[config.mk]
export PLATFORM = sky130hd
export DESIGN_NAME = mvu_top
export DESIGN_NICKNAME = d
export VERILOG_FILES = /design/src/rtl/mvu_pkg.sv /design/src/rtl/mvu_shifter.sv /design/src/rtl/mvu_immgen.sv /design/src/rtl/mvu_negate.sv /design/src/rtl/mvu_top.sv
export SDC_FILE = /design/constraint.sdc
export NUM_CORES = 1
export LEC_CHECK = 0
export BUFFER_PORTS_ARGS = -buffer_cell sky130_fd_sc_hd__buf_2
export CAP_MARGIN = 20
export CORE_MARGIN = 1
export CORE_UTILIZATION = 60
export DETAILED_ROUTE_END_ITERATION = 6
export GPL_TIMING_DRIVEN = 0
export PLACE_DENSITY = 0.85
export SYNTH_ARGS = -nofsm -noshare
export SYNTH_HDL_FRONTEND = slang
export SYNTH_SLANG_ARGS = --single-unit
export TNS_END_PERCENT = 10
[constraint.sdc]
create_clock -name clk -period 5.1 [get_ports clk]
set_input_delay 0.255 -clock clk [delete_from_list [all_inputs] [get_ports clk]]
set_output_delay 0.255 -clock clk [all_outputs]
set_load 0.005 [all_outputs]
[src/rtl/mvu_pkg.sv]
package mvu_pkg;

    // Instruction encoding: fixed by the instruction set
    localparam int INSTR_W   = 16;
    localparam int OPC_HI    = 15;
    localparam int OPC_LO    = 12;
    localparam int RD_HI     = 11;
    localparam int RD_LO     = 10;
    localparam int SH_W      = 4;
    localparam int IMM_W     = 8;
    localparam int BIT_RNEG  = 7;
    localparam int BIT_RIGHT = 6;
    localparam int BIT_ARITH = 5;
    localparam int BIT_INEG  = 9;
    localparam int BIT_HIGH  = 8;

    localparam logic [3:0] OPC_MOV_REG = 4'b0110;
    localparam logic [3:0] OPC_MOV_IMM = 4'b0111;

    typedef enum logic [1:0] {
        MV_NONE = 2'd0,
        MV_REG  = 2'd1,
        MV_IMM  = 2'd2
    } mv_kind_e;

    typedef struct packed {
        mv_kind_e          kind;
        logic [1:0]        rd;
        logic              negate;
        logic              right;
        logic              arith;
        logic [SH_W-1:0]   shamt;
        logic              high;
        logic [IMM_W-1:0]  imm;
    } mv_ctrl_t;

    function automatic mv_ctrl_t decode_mv(input logic [INSTR_W-1:0] iw);
        mv_ctrl_t c;
        c.rd     = iw[RD_HI:RD_LO];
        c.shamt  = iw[SH_W-1:0];
        c.imm    = iw[IMM_W-1:0];
        c.right  = iw[BIT_RIGHT];
        c.arith  = iw[BIT_ARITH];
        c.high   = iw[BIT_HIGH];
        unique case (iw[OPC_HI:OPC_LO])
            OPC_MOV_REG: begin
                c.kind   = MV_REG;
                c.negate = iw[BIT_RNEG];
            end
            OPC_MOV_IMM: begin
                c.kind   = MV_IMM;
                c.negate = iw[BIT_INEG];
            end
            default: begin
                c.kind   = MV_NONE;
                c.negate = 1'b0;
            end
        endcase
        return c;
    endfunction

endpackage

[src/rtl/mvu_shifter.sv]
module mvu_shifter #(
    parameter int DATA_W = 16,
    parameter int AMT_W  = 4
) (
    input  logic [DATA_W-1:0] din,
    input  logic [AMT_W-1:0]  amt,
    input  logic              right,
    input  logic              arith,
    output logic [DATA_W-1:0] dout
);
    logic                          fill;
    logic [AMT_W:0][DATA_W-1:0]    stg;

    assign fill   = right & arith & din[DATA_W-1];
    assign stg[0] = din;

    for (genvar k = 0; k < AMT_W; k++) begin : g_stage
        localparam int DIST = 1 << k;
        logic [DATA_W-1:0] shl;
        logic [DATA_W-1:0] shr;
        assign shl = {stg[k][DATA_W-1-DIST:0], {DIST{1'b0}}};
        assign shr = {{DIST{fill}}, stg[k][DATA_W-1:DIST]};
        assign stg[k+1] = !amt[k] ? stg[k] : (right ? shr : shl);
    end

    assign dout = stg[AMT_W];
endmodule

[src/rtl/mvu_immgen.sv]
module mvu_immgen #(
    parameter int DATA_W = 16,
    parameter int IMM_W  = 8
) (
    input  logic [IMM_W-1:0]  imm,
    input  logic              high,
    output logic [DATA_W-1:0] dout
);
    logic [DATA_W-1:0] ext;

    assign ext  = DATA_W'(imm);
    assign dout = high ? (ext << IMM_W) : ext;
endmodule

[src/rtl/mvu_negate.sv]
module mvu_negate #(
    parameter int DATA_W = 16
) (
    input  logic [DATA_W-1:0] din,
    input  logic              en,
    output logic [DATA_W-1:0] dout
);
    assign dout = en ? (~din + DATA_W'(1)) : din;
endmodule

[src/rtl/mvu_top.sv]
module mvu_top import mvu_pkg::*; #(
    parameter int DATA_W = 16
) (
    input  logic               clk,
    input  logic               rst,
    input  logic [INSTR_W-1:0] instr,
    input  logic [DATA_W-1:0]  rs_val,
    output logic               wr_en,
    output logic [1:0]         rd_idx,
    output logic [DATA_W-1:0]  mv_result
);
    mv_ctrl_t          ctl;
    logic [DATA_W-1:0] sh_val;
    logic [DATA_W-1:0] imm_val;
    logic [DATA_W-1:0] src_val;
    logic [DATA_W-1:0] fin_val;

    assign ctl = decode_mv(instr);

    mvu_shifter #(.DATA_W(DATA_W), .AMT_W(SH_W)) u_shift (
        .din   (rs_val),
        .amt   (ctl.shamt),
        .right (ctl.right),
        .arith (ctl.arith),
        .dout  (sh_val)
    );

    mvu_immgen #(.DATA_W(DATA_W), .IMM_W(IMM_W)) u_imm (
        .imm  (ctl.imm),
        .high (ctl.high),
        .dout (imm_val)
    );

    assign src_val = (ctl.kind == MV_IMM) ? imm_val : sh_val;

    mvu_negate #(.DATA_W(DATA_W)) u_neg (
        .din  (src_val),
        .en   (ctl.negate),
        .dout (fin_val)
    );

    always_ff @(posedge clk) begin
        if (rst || ctl.kind == MV_NONE) begin
            wr_en     <= 1'b0;
            rd_idx    <= '0;
            mv_result <= '0;
        end else begin
            wr_en     <= 1'b1;
            rd_idx    <= ctl.rd;
            mv_result <= fin_val;
        end
    end
endmodule

==> load_flow_metrics.sql, run 1 <==
INSERT INTO impl_metrics (metric_group, metric, value, unit) VALUES
('worst_setup_path', 'timing.critical_path.max_delay_family', 'compound AO/OA/AOI/OAI gates', ''),
('worst_hold_path', 'whs_path_depth', '2', ''),
('sta', 'timing.max_slew.rel_slack', '0.551', ''),
('grt', 'track_usage', '0.398', ''),
('floorplan', 'die_area', '5160', 'µm²'),
('grt', 'number_of_global_route_vias_before_repair', '3009', ''),
('floorplan', 'placeableCoreArea', '4690', 'µm²'),
('yosys', 'synth_enable_flop_cells', '0', ''),
('grt', 'overflow', '0', ''),
('run_status', 'run_status', 'finished clean', ''),
('floorplan', 'die-width', '71.8', 'µm'),
('sta', 'final-hold-violation-count', '0', ''),
('pwr', 'total_power_consumption_of_the_routed_design', '0.541', 'mW'),
('floorplan', 'io-pin-count', '53', ''),
('floorplan', 'floorplan.die.height', '71.8', 'µm'),
('yosys', 'synthXorXnorAreaFrac', '0.0150', ''),
('route', 'first_pass_iters', '6', ''),
('clock_tree', 'tritoncts.num_buffers', '3', ''),
('yosys', 'synth-adder-area-share', '0.00428', ''),
('pwr', 'max-vdd-ir-drop', '0.101', 'mV'),
('clock_tree', 'cts_tree', 'yes', ''),
('sta', 'final.hold.worst_slack', '0.192', 'ns'),
('place', 'place_congestion', '1.03', ''),
('worst_setup_path', 'crit_path_max_fanout', '10', ''),
('place', 'buffer_ports.inserted', '44', ''),
('yosys', 'ys_seq_area_frac', '0.130', ''),
('yosys', 'largest_family_of_logic_cells_by_synthesized_area', 'compound AO/OA/AOI/OAI gates', ''),
('sta', 'min_period_over_period', '0.603', ''),
('clock_tree', 'cts_max_level', '1', ''),
('sta', 'maxClockFrequency', '0.325', 'GHz'),
('grt', 'grt_antenna_before_repair', '0', ''),
('worst_setup_path', 'critical_path.n_buffers_inverters', '3', ''),
('yosys', 'synthesis.area_per_instance', '7.63', 'µm²'),
('cells_and_area', 'synth_to_layout_area_growth', '11.4', '%'),
('cells_and_area', 'drive_above_1_share', '0.230', ''),
('sta', 'final_period_minus_worst_setup_slack', '3.08', 'ns'),
('worst_setup_path', 'worst-endpoint-arrival', '3.22', 'ns'),
('route', 'detailroute.via_count', '3492', ''),
('worst_setup_path', 'critPathCaptureType', 'flip-flop', ''),
('cells_and_area', 'finalNetCount', '467', ''),
('sta', 'setup-tns-final', '0', 'ns'),
('yosys', 'postSynth.asyncResetShare', '0', ''),
('sta', 'finalMaxSlewViolations', '0', ''),
('worst_setup_path', 'critical-path-max-stage-delay', '0.44', 'ns'),
('yosys', 'synth_fp_nets', '418', ''),
('worst_setup_path', 'crit_path_start', 'instr[1]', ''),
('clock_tree', 'clockBufferDepth', '2', ''),
('yosys', 'yosys_most_used_dff', 'sky130_fd_sc_hd__dfxtp_1', ''),
('yosys', 'synth_area', '2920', 'µm²'),
('worst_setup_path', 'critical_path_cell_count', '12', ''),
('route', 'vias_per_cell', '7.20', ''),
('yosys', 'ys_seq_elements', '19', ''),
('yosys', 'synthSimpleGateAreaFrac', '0.217', ''),
('worst_setup_path', 'cp_cell_sequence', 'buf_2, buf_4, clkbuf_1, a211o_1, a21oi_1, nor2_1, o221a_2, ha_1, nor3b_2, nand2_1, o21ai_0, mux2_2', ''),
('cells_and_area', 'instances_no_fill', '485', ''),
('yosys', 'synth_mux_area_frac', '0.217', ''),
('floorplan', 'rows', '25', ''),
('floorplan', 'starting_density_of_the_core', '0.623', ''),
('pwr', 'power_density', '166', 'nW/µm²'),
('worst_setup_path', 'critical_path_class', 'in -> reg', ''),
('route', 'drc', '0', ''),
('clock_tree', 'cts_setup_buffers', '0', ''),
('route', 'drt_first_iter_violations', '646', ''),
('route', 'routedWlPerCell', '20.8', 'µm'),
('clock_tree', 'cts_root_buf', 'sky130_fd_sc_hd__clkbuf_8', ''),
('yosys', 'synth.distinct_cells', '74', ''),
('place', 'placed_cells_incl_taps', '481', ''),
('sta', 'final_critical_path_setup_slack', '2.02', 'ns'),
('yosys', 'yosysWarnings', '0', ''),
('flow_run', 'maxCapViolCount', '0', ''),
('grt', 'grt_start_max_net_pins', '12', '');
-- cell usage after synthesis, drive strengths merged, types with 3 or more instances --
library cell / count / area, µm²
nor2: 47 / 176
mux2i: 34 / 340
a21oi: 33 / 165
nand2: 25 / 93.8
o21ai: 23 / 130
clkbuf: 21 / 80.1
dfxtp: 19 / 380
nand3: 14 / 70.1
mux2: 13 / 158
a211oi: 12 / 95.1
buf: 12 / 108
inv: 8 / 30.0
a211o: 6 / 52.6
and2: 6 / 40.0
mux4: 6 / 135
o2111ai: 6 / 65.1
o31ai: 6 / 63.8
a21o: 5 / 37.5
a31oi: 4 / 25.0
a32oi: 4 / 35.0
and3: 4 / 25.0
nand2b: 4 / 25.0
nor3: 4 / 20.0
o211ai: 4 / 35.0
o22ai: 4 / 25.0
or2: 4 / 25.0
xor2: 4 / 35.0
a221o: 3 / 30.0
nor3b: 3 / 32.5
o211a: 3 / 30.0
o221ai: 3 / 26.3
or4: 3 / 22.5
-- state kept, by name (all words and copies together), names as in the netlist --
name	cells
mv_result	16
rd_idx	2
wr_en	1
-- layout make-up --
cell class / instances / area [µm²] / share of cell area
tap: 54 / 67.6 / 0.0207
timing repair buffer: 44 / 220 / 0.0676
sequential: 19 / 380 / 0.117
clock buffer: 3 / 41.3 / 0.0127
inverter: 10 / 37.5 / 0.0115
multi-input combinational: 321 / 2320 / 0.712
clock inverter: 1 / 5.00 / 0.00154
buffer: 33 / 188 / 0.0576
-- placed cells by master, fill, tap and decap left out, types with 3 or more instances in the layout --
master                      instances
sky130_fd_sc_hd__a211o_1            6
sky130_fd_sc_hd__a211oi_1          11
sky130_fd_sc_hd__a21o_1             5
sky130_fd_sc_hd__a21oi_1           33
sky130_fd_sc_hd__a221o_1            3
sky130_fd_sc_hd__a31oi_1            4
sky130_fd_sc_hd__a32oi_1            4
sky130_fd_sc_hd__and2_1             5
sky130_fd_sc_hd__and3_1             4
sky130_fd_sc_hd__buf_2             46
sky130_fd_sc_hd__buf_4              4
sky130_fd_sc_hd__buf_6              6
sky130_fd_sc_hd__clkbuf_1          20
sky130_fd_sc_hd__clkbuf_8           3
sky130_fd_sc_hd__dfxtp_1           19
sky130_fd_sc_hd__inv_1              7
sky130_fd_sc_hd__mux2_1             4
sky130_fd_sc_hd__mux2_2             6
sky130_fd_sc_hd__mux2_4             3
sky130_fd_sc_hd__mux2i_1           34
sky130_fd_sc_hd__mux4_2             6
sky130_fd_sc_hd__nand2_1           25
sky130_fd_sc_hd__nand2b_1           4
sky130_fd_sc_hd__nand3_1           14
sky130_fd_sc_hd__nor2_1            47
sky130_fd_sc_hd__nor3_1             4
sky130_fd_sc_hd__o2111ai_1          4
sky130_fd_sc_hd__o211a_1            3
sky130_fd_sc_hd__o211ai_1           3
sky130_fd_sc_hd__o21ai_0           21
sky130_fd_sc_hd__o221ai_1           3
sky130_fd_sc_hd__o22ai_1            4
sky130_fd_sc_hd__o31ai_1            4
sky130_fd_sc_hd__or2_2              4
sky130_fd_sc_hd__or4_1              3
sky130_fd_sc_hd__xor2_1             4
-- where the power goes --
part	internal, mW	switching [mW]	total [mW]
Clock	0.0543	0.0483	0.103
Sequential	0.151	0.000490	0.152
Combinational	0.108	0.178	0.286
Total	0.314	0.227	0.541
-- cell families (layout without fill, tap and decap cells) --
group,after synthesis,in the layout
AO/OA/AOI/OAI,136,136
adder cells (fa/ha/maj),1,1
buffers and inverters,43,91
multiplexers,53,53
XOR/XNOR,5,5
AND/OR/NAND/NOR,126,126
flip-flops,19,19
-- routing by layer --
| layer | track usage | share of wire | routed length [µm] |
|---|---|---|---|
| met2 | 0.583 | 0.43 | 4320 |
| met1 | 0.586 | 0.42 | 4200 |
| met5 | 0 | 0 | 0 |
| met3 | 0.0802 | 0.13 | 1320 |
| met4 | 0.115 | 0.025 | 249 |
-- how the worst min path moves through the flow --
stage,startpoint,to,slack [ns]
final,instr[10],rd_idx[0]$_SDFF_PN0_,0.19
after global routing,instr[10],rd_idx[0]$_SDFF_PN0_,0.20
after CTS,instr[10],rd_idx[0]$_SDFF_PN0_,0.19
after detailed placement,instr[10],rd_idx[0]$_SDFF_PN0_,0.46
after global placement,instr[10],rd_idx[0]$_SDFF_PN0_,0.45
after floorplan,instr[10],rd_idx[0]$_SDFF_PN0_,0.38
-- per-stage QoR --
| stage | cell area [µm²] | util |
|---|---|---|
| 3_3_place_gp | 3210 | 0.685 |
| 2_1_floorplan | 2920 | - |
| 4_1_cts | 3260 | 0.694 |
| 5_1_grt | 3260 | 0.694 |
| 6_report | 3260 | 0.694 |
| 3_5_place_dp | 3210 | 0.685 |
(Power assumes the default switching activity.)
==> run 2, diff against run 1 <==
--- a/config.mk
+++ b/config.mk
@@ -5,13 +5,14 @@
 export SDC_FILE = /design/constraint.sdc
 export NUM_CORES = 1
 export LEC_CHECK = 0
+export ABC_AREA = 1
 export BUFFER_PORTS_ARGS = -buffer_cell sky130_fd_sc_hd__buf_2
 export CAP_MARGIN = 20
 export CORE_MARGIN = 1
-export CORE_UTILIZATION = 60
+export CORE_UTILIZATION = 56
 export DETAILED_ROUTE_END_ITERATION = 6
 export GPL_TIMING_DRIVEN = 0
-export PLACE_DENSITY = 0.85
+export PLACE_DENSITY = 0.81
 export SYNTH_ARGS = -nofsm -noshare
 export SYNTH_HDL_FRONTEND = slang
 export SYNTH_SLANG_ARGS = --single-unit
==> constraint.sdc (replaced) <==
create_clock -name clk -period 3.2 [get_ports clk]
set_input_delay 0.16 -clock clk [delete_from_list [all_inputs] [get_ports clk]]
set_output_delay 0.16 -clock clk [all_outputs]
set_load 0.005 [all_outputs]
==> load_flow_metrics.sql, run 2 <==
INSERT INTO impl_metrics (metric_group, metric, value, unit) VALUES
('run_status', 'run_status', 'finished clean', ''),
('cells_and_area', 'antenna_diode_instance_count', '0', ''),
('yosys', 'yosys.cell_count.top_type', 'sky130_fd_sc_hd__nand2_1', ''),
('clock_tree', 'cts.clk_slew.worst_paths', '0.08', 'ns'),
('sta', 'final_period_minus_worst_setup_slack', '2.31', 'ns'),
('sta', 'unrepaired_setup_endpoints_after_global_routing', 'false', ''),
('route', 'postRouteAntennaNets', '0', ''),
('clock_tree', 'cts_root_buf', 'sky130_fd_sc_hd__clkbuf_8', ''),
('yosys', 'synth_area', '2550', 'µm²'),
('cells_and_area', 'layout_commonest_cell', 'sky130_fd_sc_hd__nand2_1', ''),
('floorplan', 'starting_density_of_the_core', '0.583', ''),
('floorplan', 'die_area', '4840', 'µm²'),
('yosys', 'commonest_cells_post_synth', 'sky130_fd_sc_hd__nand2_1 (159), sky130_fd_sc_hd__nand3_1 (95), sky130_fd_sc_hd__nor2_1 (51)', ''),
('route', 'first_pass_iters', '7', ''),
('route', 'detailroute.via_count', '3396', ''),
('worst_setup_path', 'critical_path.n_buffers_inverters', '4', ''),
('worst_setup_path', 'critical-path-max-stage-delay', '0.25', 'ns'),
('grt', 'overflow', '0', ''),
('sta', 'finalMaxSlewViolations', '0', ''),
('worst_setup_path', 'critPathCaptureType', 'flip-flop', ''),
('clock_tree', 'clockBufferDepth', '2', ''),
('cells_and_area', 'drive_above_1_share', '0.199', ''),
('yosys', 'synth.distinct_cells', '29', ''),
('floorplan', 'io-pin-count', '53', ''),
('worst_setup_path', 'worst-endpoint-arrival', '2.47', 'ns'),
('sta', 'final-hold-violation-count', '0', ''),
('pwr', 'max-vdd-ir-drop', '0.136', 'mV'),
('floorplan', 'floorplan.die.height', '69.5', 'µm'),
('yosys', 'synth.area.top_cells', 'sky130_fd_sc_hd__nand2_1 (23%), sky130_fd_sc_hd__nand3_1 (19%), sky130_fd_sc_hd__dfxtp_1 (15%), sky130_fd_sc_hd__nor2_1 (7.5%), sky130_fd_sc_hd__inv_1 (5.7%)', ''),
('place', 'place.detailed.hpwl', '6.84', 'mm'),
('grt', 'number_of_global_route_vias_before_repair', '3037', ''),
('yosys', 'ys_seq_area_frac', '0.149', ''),
('yosys', 'synth_fp_nets', '514', ''),
('cells_and_area', 'fin_util', '0.666', ''),
('grt', 'grt_antenna_before_repair', '0', ''),
('route', 'drt_first_iter_violations', '440', ''),
('route', 'drc', '0', ''),
('worst_setup_path', 'data_required_critical_path', '3.36', 'ns'),
('cells_and_area', 'area.sequential', '380', 'µm²'),
('cells_and_area', 'multiInputGateArea', '1860', 'µm²'),
('sta', 'min_period_over_period', '0.721', ''),
('place', 'place_congestion', '0.991', ''),
('yosys', 'yosysWarnings', '0', ''),
('pwr', 'cellLeakagePower', '1.56', 'nW'),
('yosys', 'synth_top_area_cell', 'sky130_fd_sc_hd__nand2_1', ''),
('clock_tree', 'cts_setup_buffers', '0', ''),
('grt', 'track_usage', '0.360', ''),
('yosys', 'synth_enable_flop_cells', '0', ''),
('sta', 'maxClockFrequency', '0.433', 'GHz'),
('route', 'routedWlPerCell', '14.5', 'µm'),
('worst_setup_path', 'timing.critical_path.max_delay_family', 'simple AND/OR/NAND/NOR gates', ''),
('floorplan', 'placeableCoreArea', '4380', 'µm²'),
('clock_tree', 'cts_tree', 'yes', ''),
('worst_hold_path', 'hp-class', 'in -> reg', ''),
('worst_setup_path', 'critical_path_cell_count', '18', ''),
('worst_setup_path', 'critical_path.slowest_cell', 'sky130_fd_sc_hd__or2_1', ''),
('yosys', 'postSynthCellCount', '479', ''),
('worst_setup_path', 'crit_path_max_fanout', '10', ''),
('cells_and_area', 'finalNetCount', '570', ''),
('place', 'buffer_ports.inserted', '51', ''),
('cells_and_area', 'largest_reg_flops', '16', ''),
('cells_and_area', 'largestRegisters', 'mv_result (16), rd_idx (2), wr_en (1)', ''),
('yosys', 'ys_seq_elements', '19', ''),
('yosys', 'synthesis.area_per_instance', '5.33', 'µm²'),
('cells_and_area', 'layout.cells.most_common_list', 'sky130_fd_sc_hd__nand2_1 (159), sky130_fd_sc_hd__nand3_1 (95), sky130_fd_sc_hd__buf_2 (59), sky130_fd_sc_hd__nor2_1 (51), sky130_fd_sc_hd__inv_1 (39)', ''),
('worst_setup_path', 'cp_common_cell', 'sky130_fd_sc_hd__nand2_1', ''),
('grt', 'grt_pass1_wl', '14.0', 'mm'),
('clock_tree', 'clock-sinks', '19', ''),
('sta', 'tightest_slew', '0.485', 'ns'),
('pwr', 'power_density', '289', 'nW/µm²'),
('clock_tree', 'tritoncts.num_buffers', '3', ''),
('sta', 'finalSetupViolations', '0', ''),
('worst_setup_path', 'startpoint_type', 'input pin', ''),
('cells_and_area', 'regMostFlops', 'mv_result', ''),
('sta', 'setup-tns-final', '0', 'ns'),
('worst_setup_path', 'critical_path.endpoint', 'mv_result[8]$_SDFF_PN0_', ''),
('cells_and_area', 'filler_cell_count', '431', ''),
('route', 'vias_per_cell', '5.80', ''),
('flow_run', 'maxCapViolCount', '0', ''),
('worst_setup_path', 'crit_path_start', 'instr[0]', ''),
('worst_setup_path', 'cp_cell_sequence', 'buf_2, buf_6, or2_1, nand3_1, nand3_1, nand2_1, nand3_1, nand2_1, nand2_1, a21oi_4, ha_1, inv_1, nor2_1, nand2_1, inv_1, nand2_1, a21oi_1, nor2_1', ''),
('clock_tree', 'cts-resized-gates', '0', ''),
('yosys', 'yosys_most_used_dff', 'sky130_fd_sc_hd__dfxtp_1', ''),
('clock_tree', 'cts-hold-fix-buffers', '0', ''),
('cells_and_area', 'synth_to_layout_area_growth', '14.3', '%'),
('route', 'routed_wirelength', '8.47', 'mm'),
('floorplan', 'rows', '24', ''),
('yosys', 'netlist.area_leader.share', '0.234', ''),
('worst_setup_path', 'critical_path_class', 'in -> reg', ''),
('yosys', 'postSynth.asyncResetShare', '0', ''),
('grt', 'grt_start_max_net_pins', '12', ''),
('sta', 'timing.max_slew.rel_slack', '0.677', ''),
('floorplan', 'die-width', '69.5', 'µm'),
('clock_tree', 'cts_max_level', '1', '');
-- run 2: cell types whose count changed after synthesis, sizes merged, moves of 7 or more --
cell    delta
clkbuf    -19
o21ai     -14
nor2       +9
nand3     +90
a211oi    -12
inv       +36
mux2      -13
nand4      +7
a21oi      -7
nand2    +143
mux2i     -34
or2       +11
-- run 2: per-stage QoR --
stage	hold slack [ns]	cell area (µm²)	std cells	power, mW	setup WS [ns]
final	0.100	2920	586	0.843	0.892
after floorplan	0.272	2550	479	0.543	1.14
after detailed placement	0.380	2880	582	0.655	0.658
after CTS	0.101	2920	586	0.838	0.951
after global placement	0.384	2880	582	0.649	0.683
after global routing	0.113	2920	586	0.901	0.672
-- run 2: worst min path at each step --
stage / cells past startpoint / end / startpoint / slack (ns)
after global placement: 3 / rd_idx[0]$_SDFF_PN0_ / instr[10] / 0.38
after CTS: 3 / rd_idx[0]$_SDFF_PN0_ / instr[10] / 0.10
final: 3 / rd_idx[0]$_SDFF_PN0_ / instr[10] / 0.10
after detailed placement: 3 / rd_idx[0]$_SDFF_PN0_ / instr[10] / 0.38
after floorplan: 2 / rd_idx[0]$_SDFF_PN0_ / instr[10] / 0.27
after global routing: 3 / rd_idx[0]$_SDFF_PN0_ / instr[10] / 0.11
-- run 2: final cells by class --
type | instances | share of cell area
Inverter | 44 | 0.0574
Multi-Input combinational cell | 396 | 0.637
Timing Repair Buffer | 51 | 0.0874
Clock buffer | 3 | 0.0141
Buffer | 20 | 0.0497
Tap cell | 52 | 0.0223
Sequential cell | 19 | 0.130
Clock inverter | 1 | 0.00171
-- run 2: metal layers --
layer / global-route usage / share of wire
met4: 0.170 / 0.038
met3: 0.0436 / 0.083
met2: 0.597 / 0.46
met1: 0.462 / 0.42
met5: 0 / 0
-- run 2: cell families (layout without fill, tap and decap cells) --
kind of cell / Yosys count / in the layout / share of synthesized area
DFF: 19 / 19 / 0.149
adders and majority gates: 1 / 1 / 0.00490
AOI/OAI and AO/OA: 37 / 37 / 0.0842
buffers and inverters: 64 / 119 / 0.122
and+or+nand+nor: 358 / 358 / 0.640
-- run 2: power by group --
group / internal [mW] / total [mW] / switching (mW)
combinational: 0.139 / 0.423 / 0.284
clock: 0.0869 / 0.179 / 0.0918
sequential: 0.241 / 0.241 / 0.000977
total: 0.467 / 0.843 / 0.377
-- run 2: tightest hold or removal path: stages --
cell	delay, ns
sky130_fd_sc_hd__buf_2	0.09
sky130_fd_sc_hd__inv_1	0.04
sky130_fd_sc_hd__nor2_1	0.03
==> run 3, diff against run 2 <==
--- a/config.mk
+++ b/config.mk
@@ -9,10 +9,10 @@
 export BUFFER_PORTS_ARGS = -buffer_cell sky130_fd_sc_hd__buf_2
 export CAP_MARGIN = 20
 export CORE_MARGIN = 1
-export CORE_UTILIZATION = 56
+export CORE_UTILIZATION = 51
 export DETAILED_ROUTE_END_ITERATION = 6
 export GPL_TIMING_DRIVEN = 0
-export PLACE_DENSITY = 0.81
+export PLACE_DENSITY = 0.78
 export SYNTH_ARGS = -nofsm -noshare
 export SYNTH_HDL_FRONTEND = slang
 export SYNTH_SLANG_ARGS = --single-unit
==> constraint.sdc (replaced) <==
create_clock -name clk -period 1.95 [get_ports clk]
set_input_delay 0.0975 -clock clk [delete_from_list [all_inputs] [get_ports clk]]
set_output_delay 0.0975 -clock clk [all_outputs]
set_load 0.005 [all_outputs]
==> load_flow_metrics.sql, run 3 (same netlist as run 2, synthesis figures left out) <==
INSERT INTO impl_metrics (metric_group, metric, value, unit) VALUES
('worst_setup_path', 'critical-path-max-stage-delay', '0.22', 'ns'),
('place', 'placement.setup.worst_slack', '-0.515', 'ns'),
('sta', 'finalSetupViolations', '0', ''),
('worst_setup_path', 'critical_path_class', 'in -> reg', ''),
('clock_tree', 'cts_max_level', '1', ''),
('clock_tree', 'cts_root_buf', 'sky130_fd_sc_hd__clkbuf_8', ''),
('sta', 'finalMaxSlewViolations', '0', ''),
('floorplan', 'io-pin-count', '53', ''),
('pwr', 'cellLeakagePower', '1.76', 'nW'),
('sta', 'final_period_minus_worst_setup_slack', '1.93', 'ns'),
('sta', 'final_critical_path_setup_slack', '0.0232', 'ns'),
('clock_tree', 'cts_tree', 'yes', ''),
('pwr', 'max-vdd-ir-drop', '0.392', 'mV'),
('worst_setup_path', 'crit_path_max_fanout', '7', ''),
('route', 'drt_first_iter_violations', '509', ''),
('route', 'vias_per_cell', '5.99', ''),
('worst_setup_path', 'worst-endpoint-arrival', '2.08', 'ns'),
('route', 'postRouteAntennaNets', '0', ''),
('worst_setup_path', 'cp_common_cell', 'sky130_fd_sc_hd__nand2_2', ''),
('worst_setup_path', 'timing.critical_path.max_delay_family', 'simple AND/OR/NAND/NOR gates', ''),
('cells_and_area', 'finalNetCount', '582', ''),
('grt', 'overflow', '0', ''),
('sta', 'tightest_slew', '0.494', 'ns'),
('cells_and_area', 'filler_cell_count', '399', ''),
('grt', 'grt_pass1_wl', '13.4', 'mm'),
('sta', 'maxClockFrequency', '0.519', 'GHz'),
('cells_and_area', 'fin_util', '0.737', ''),
('route', 'routed_wirelength', '9.39', 'mm'),
('clock_tree', 'clockBufferDepth', '2', ''),
('route', 'routedWlPerCell', '15.3', 'µm'),
('floorplan', 'die_area', '5300', 'µm²'),
('pwr', 'total_power_consumption_of_the_routed_design', '1.57', 'mW'),
('place', 'dpl_cell_area', '3000', 'µm²'),
('cells_and_area', 'largest_reg_flops', '16', ''),
('place', 'buffer_ports.inserted', '51', ''),
('route', 'detailroute.via_count', '3673', ''),
('worst_hold_path', 'hp-class', 'in -> reg', ''),
('cells_and_area', 'regMostFlops', 'mv_result', ''),
('sta', 'min_period_over_period', '0.988', ''),
('sta', 'unrepaired_setup_endpoints_after_global_routing', 'true', ''),
('floorplan', 'die-width', '72.8', 'µm'),
('flow_run', 'maxCapViolCount', '0', ''),
('worst_setup_path', 'data_required_critical_path', '2.11', 'ns'),
('run_status', 'run_status', 'finished clean', ''),
('clock_tree', 'tritoncts.num_buffers', '3', ''),
('worst_setup_path', 'critical_path.n_buffers_inverters', '4', ''),
('floorplan', 'floorplan.die.height', '72.8', 'µm'),
('cells_and_area', 'largestRegisters', 'mv_result (16), rd_idx (2), wr_en (1)', ''),
('grt', 'track_usage', '0.322', ''),
('floorplan', 'placeableCoreArea', '4790', 'µm²'),
('sta', 'final.hold.worst_slack', '0.0418', 'ns'),
('cells_and_area', 'layout.cells.most_common_list', 'sky130_fd_sc_hd__nand2_1 (140), sky130_fd_sc_hd__nand3_1 (60), sky130_fd_sc_hd__buf_2 (53), sky130_fd_sc_hd__nor2_1 (42)', ''),
('cells_and_area', 'drive_above_1_share', '0.364', ''),
('sta', 'setup-tns-final', '0', 'ns'),
('sta', 'timing.max_slew.rel_slack', '0.671', ''),
('clock_tree', 'cts.clk_slew.worst_paths', '0.08', 'ns'),
('cells_and_area', 'instances_no_fill', '613', ''),
('grt', 'grt_start_max_net_pins', '12', ''),
('place', 'place.detailed.hpwl', '6.53', 'mm'),
('cells_and_area', 'final_area', '3530', 'µm²'),
('cells_and_area', 'layout_commonest_cell', 'sky130_fd_sc_hd__nand2_1', ''),
('cells_and_area', 'synth_to_layout_area_growth', '38.1', '%'),
('route', 'first_pass_iters', '6', ''),
('grt', 'grt_antenna_before_repair', '0', ''),
('sta', 'final-hold-violation-count', '0', ''),
('cells_and_area', 'antenna_diode_instance_count', '0', ''),
('floorplan', 'starting_density_of_the_core', '0.534', ''),
('route', 'drc', '0', ''),
('place', 'place_congestion', '0.987', ''),
('clock_tree', 'clock-sinks', '19', ''),
('worst_setup_path', 'critical_path.slowest_cell', 'sky130_fd_sc_hd__a21oi_4', ''),
('grt', 'number_of_global_route_vias_before_repair', '2919', ''),
('pwr', 'power_density', '445', 'nW/µm²'),
('worst_setup_path', 'critPathCaptureType', 'flip-flop', ''),
('worst_setup_path', 'cp_cell_sequence', 'buf_12, inv_6, buf_8, nand2_2, nand3_4, nand3_4, nand3_2, nand2_2, nand3_2, nand2_2, nand2_2, a21oi_4, ha_4, inv_2, nor2_4, nand2_2, nor2_4, nand2_2, a21oi_2, nor2_1', ''),
('worst_setup_path', 'startpoint_type', 'input pin', ''),
('floorplan', 'rows', '25', ''),
('place', 'placed_cells_incl_taps', '597', '');
==> run 3: worst paths after layout <==
kind	start	cells past startpoint	slack (ns)	to
hold / removal	instr[11]	3	0.04	rd_idx[1]$_SDFF_PN0_
setup / recovery	instr[6]	20	0.02	mv_result[14]$_SDFF_PN0_
==> run 3: area by class of cell <==
cell class	count	area, µm²	area share
clock inverter	1	5.00	0.00142
tap	67	83.8	0.0238
inverter	44	170	0.0482
buffer	20	203	0.0574
timing repair buffer	63	384	0.109
multi-input combinational	396	2260	0.641
sequential	19	380	0.108
clock buffer	3	41.3	0.0117
==> run 3: power breakdown <==
part / total (mW) / leakage (nW) / internal [mW] / switching (mW)
sequential: 0.396 / 0.154 / 0.395 / 0.00128
clock: 0.279 / 0.0255 / 0.142 / 0.136
combinational: 0.894 / 1.58 / 0.330 / 0.564
==> run 3: timing repair <==
item | in CTS | in global routing
setup buffers | 3 | 7
hold buffers | 0 | 0
gates resized for setup | 7 | 93
cloned | 0 | 2
pin swaps | 2 | 31
endpoints found under the setup margin | 7 | 14
==> run 3: per-layer routing <==
layer,global-route usage,vias to the layer above,share of wire
met1,0.459,1645,0.41
met2,0.501,280,0.44
li1,-,1696,-
met4,0.0479,0,0.029
met3,0.0773,52,0.13
met5,0,-,0
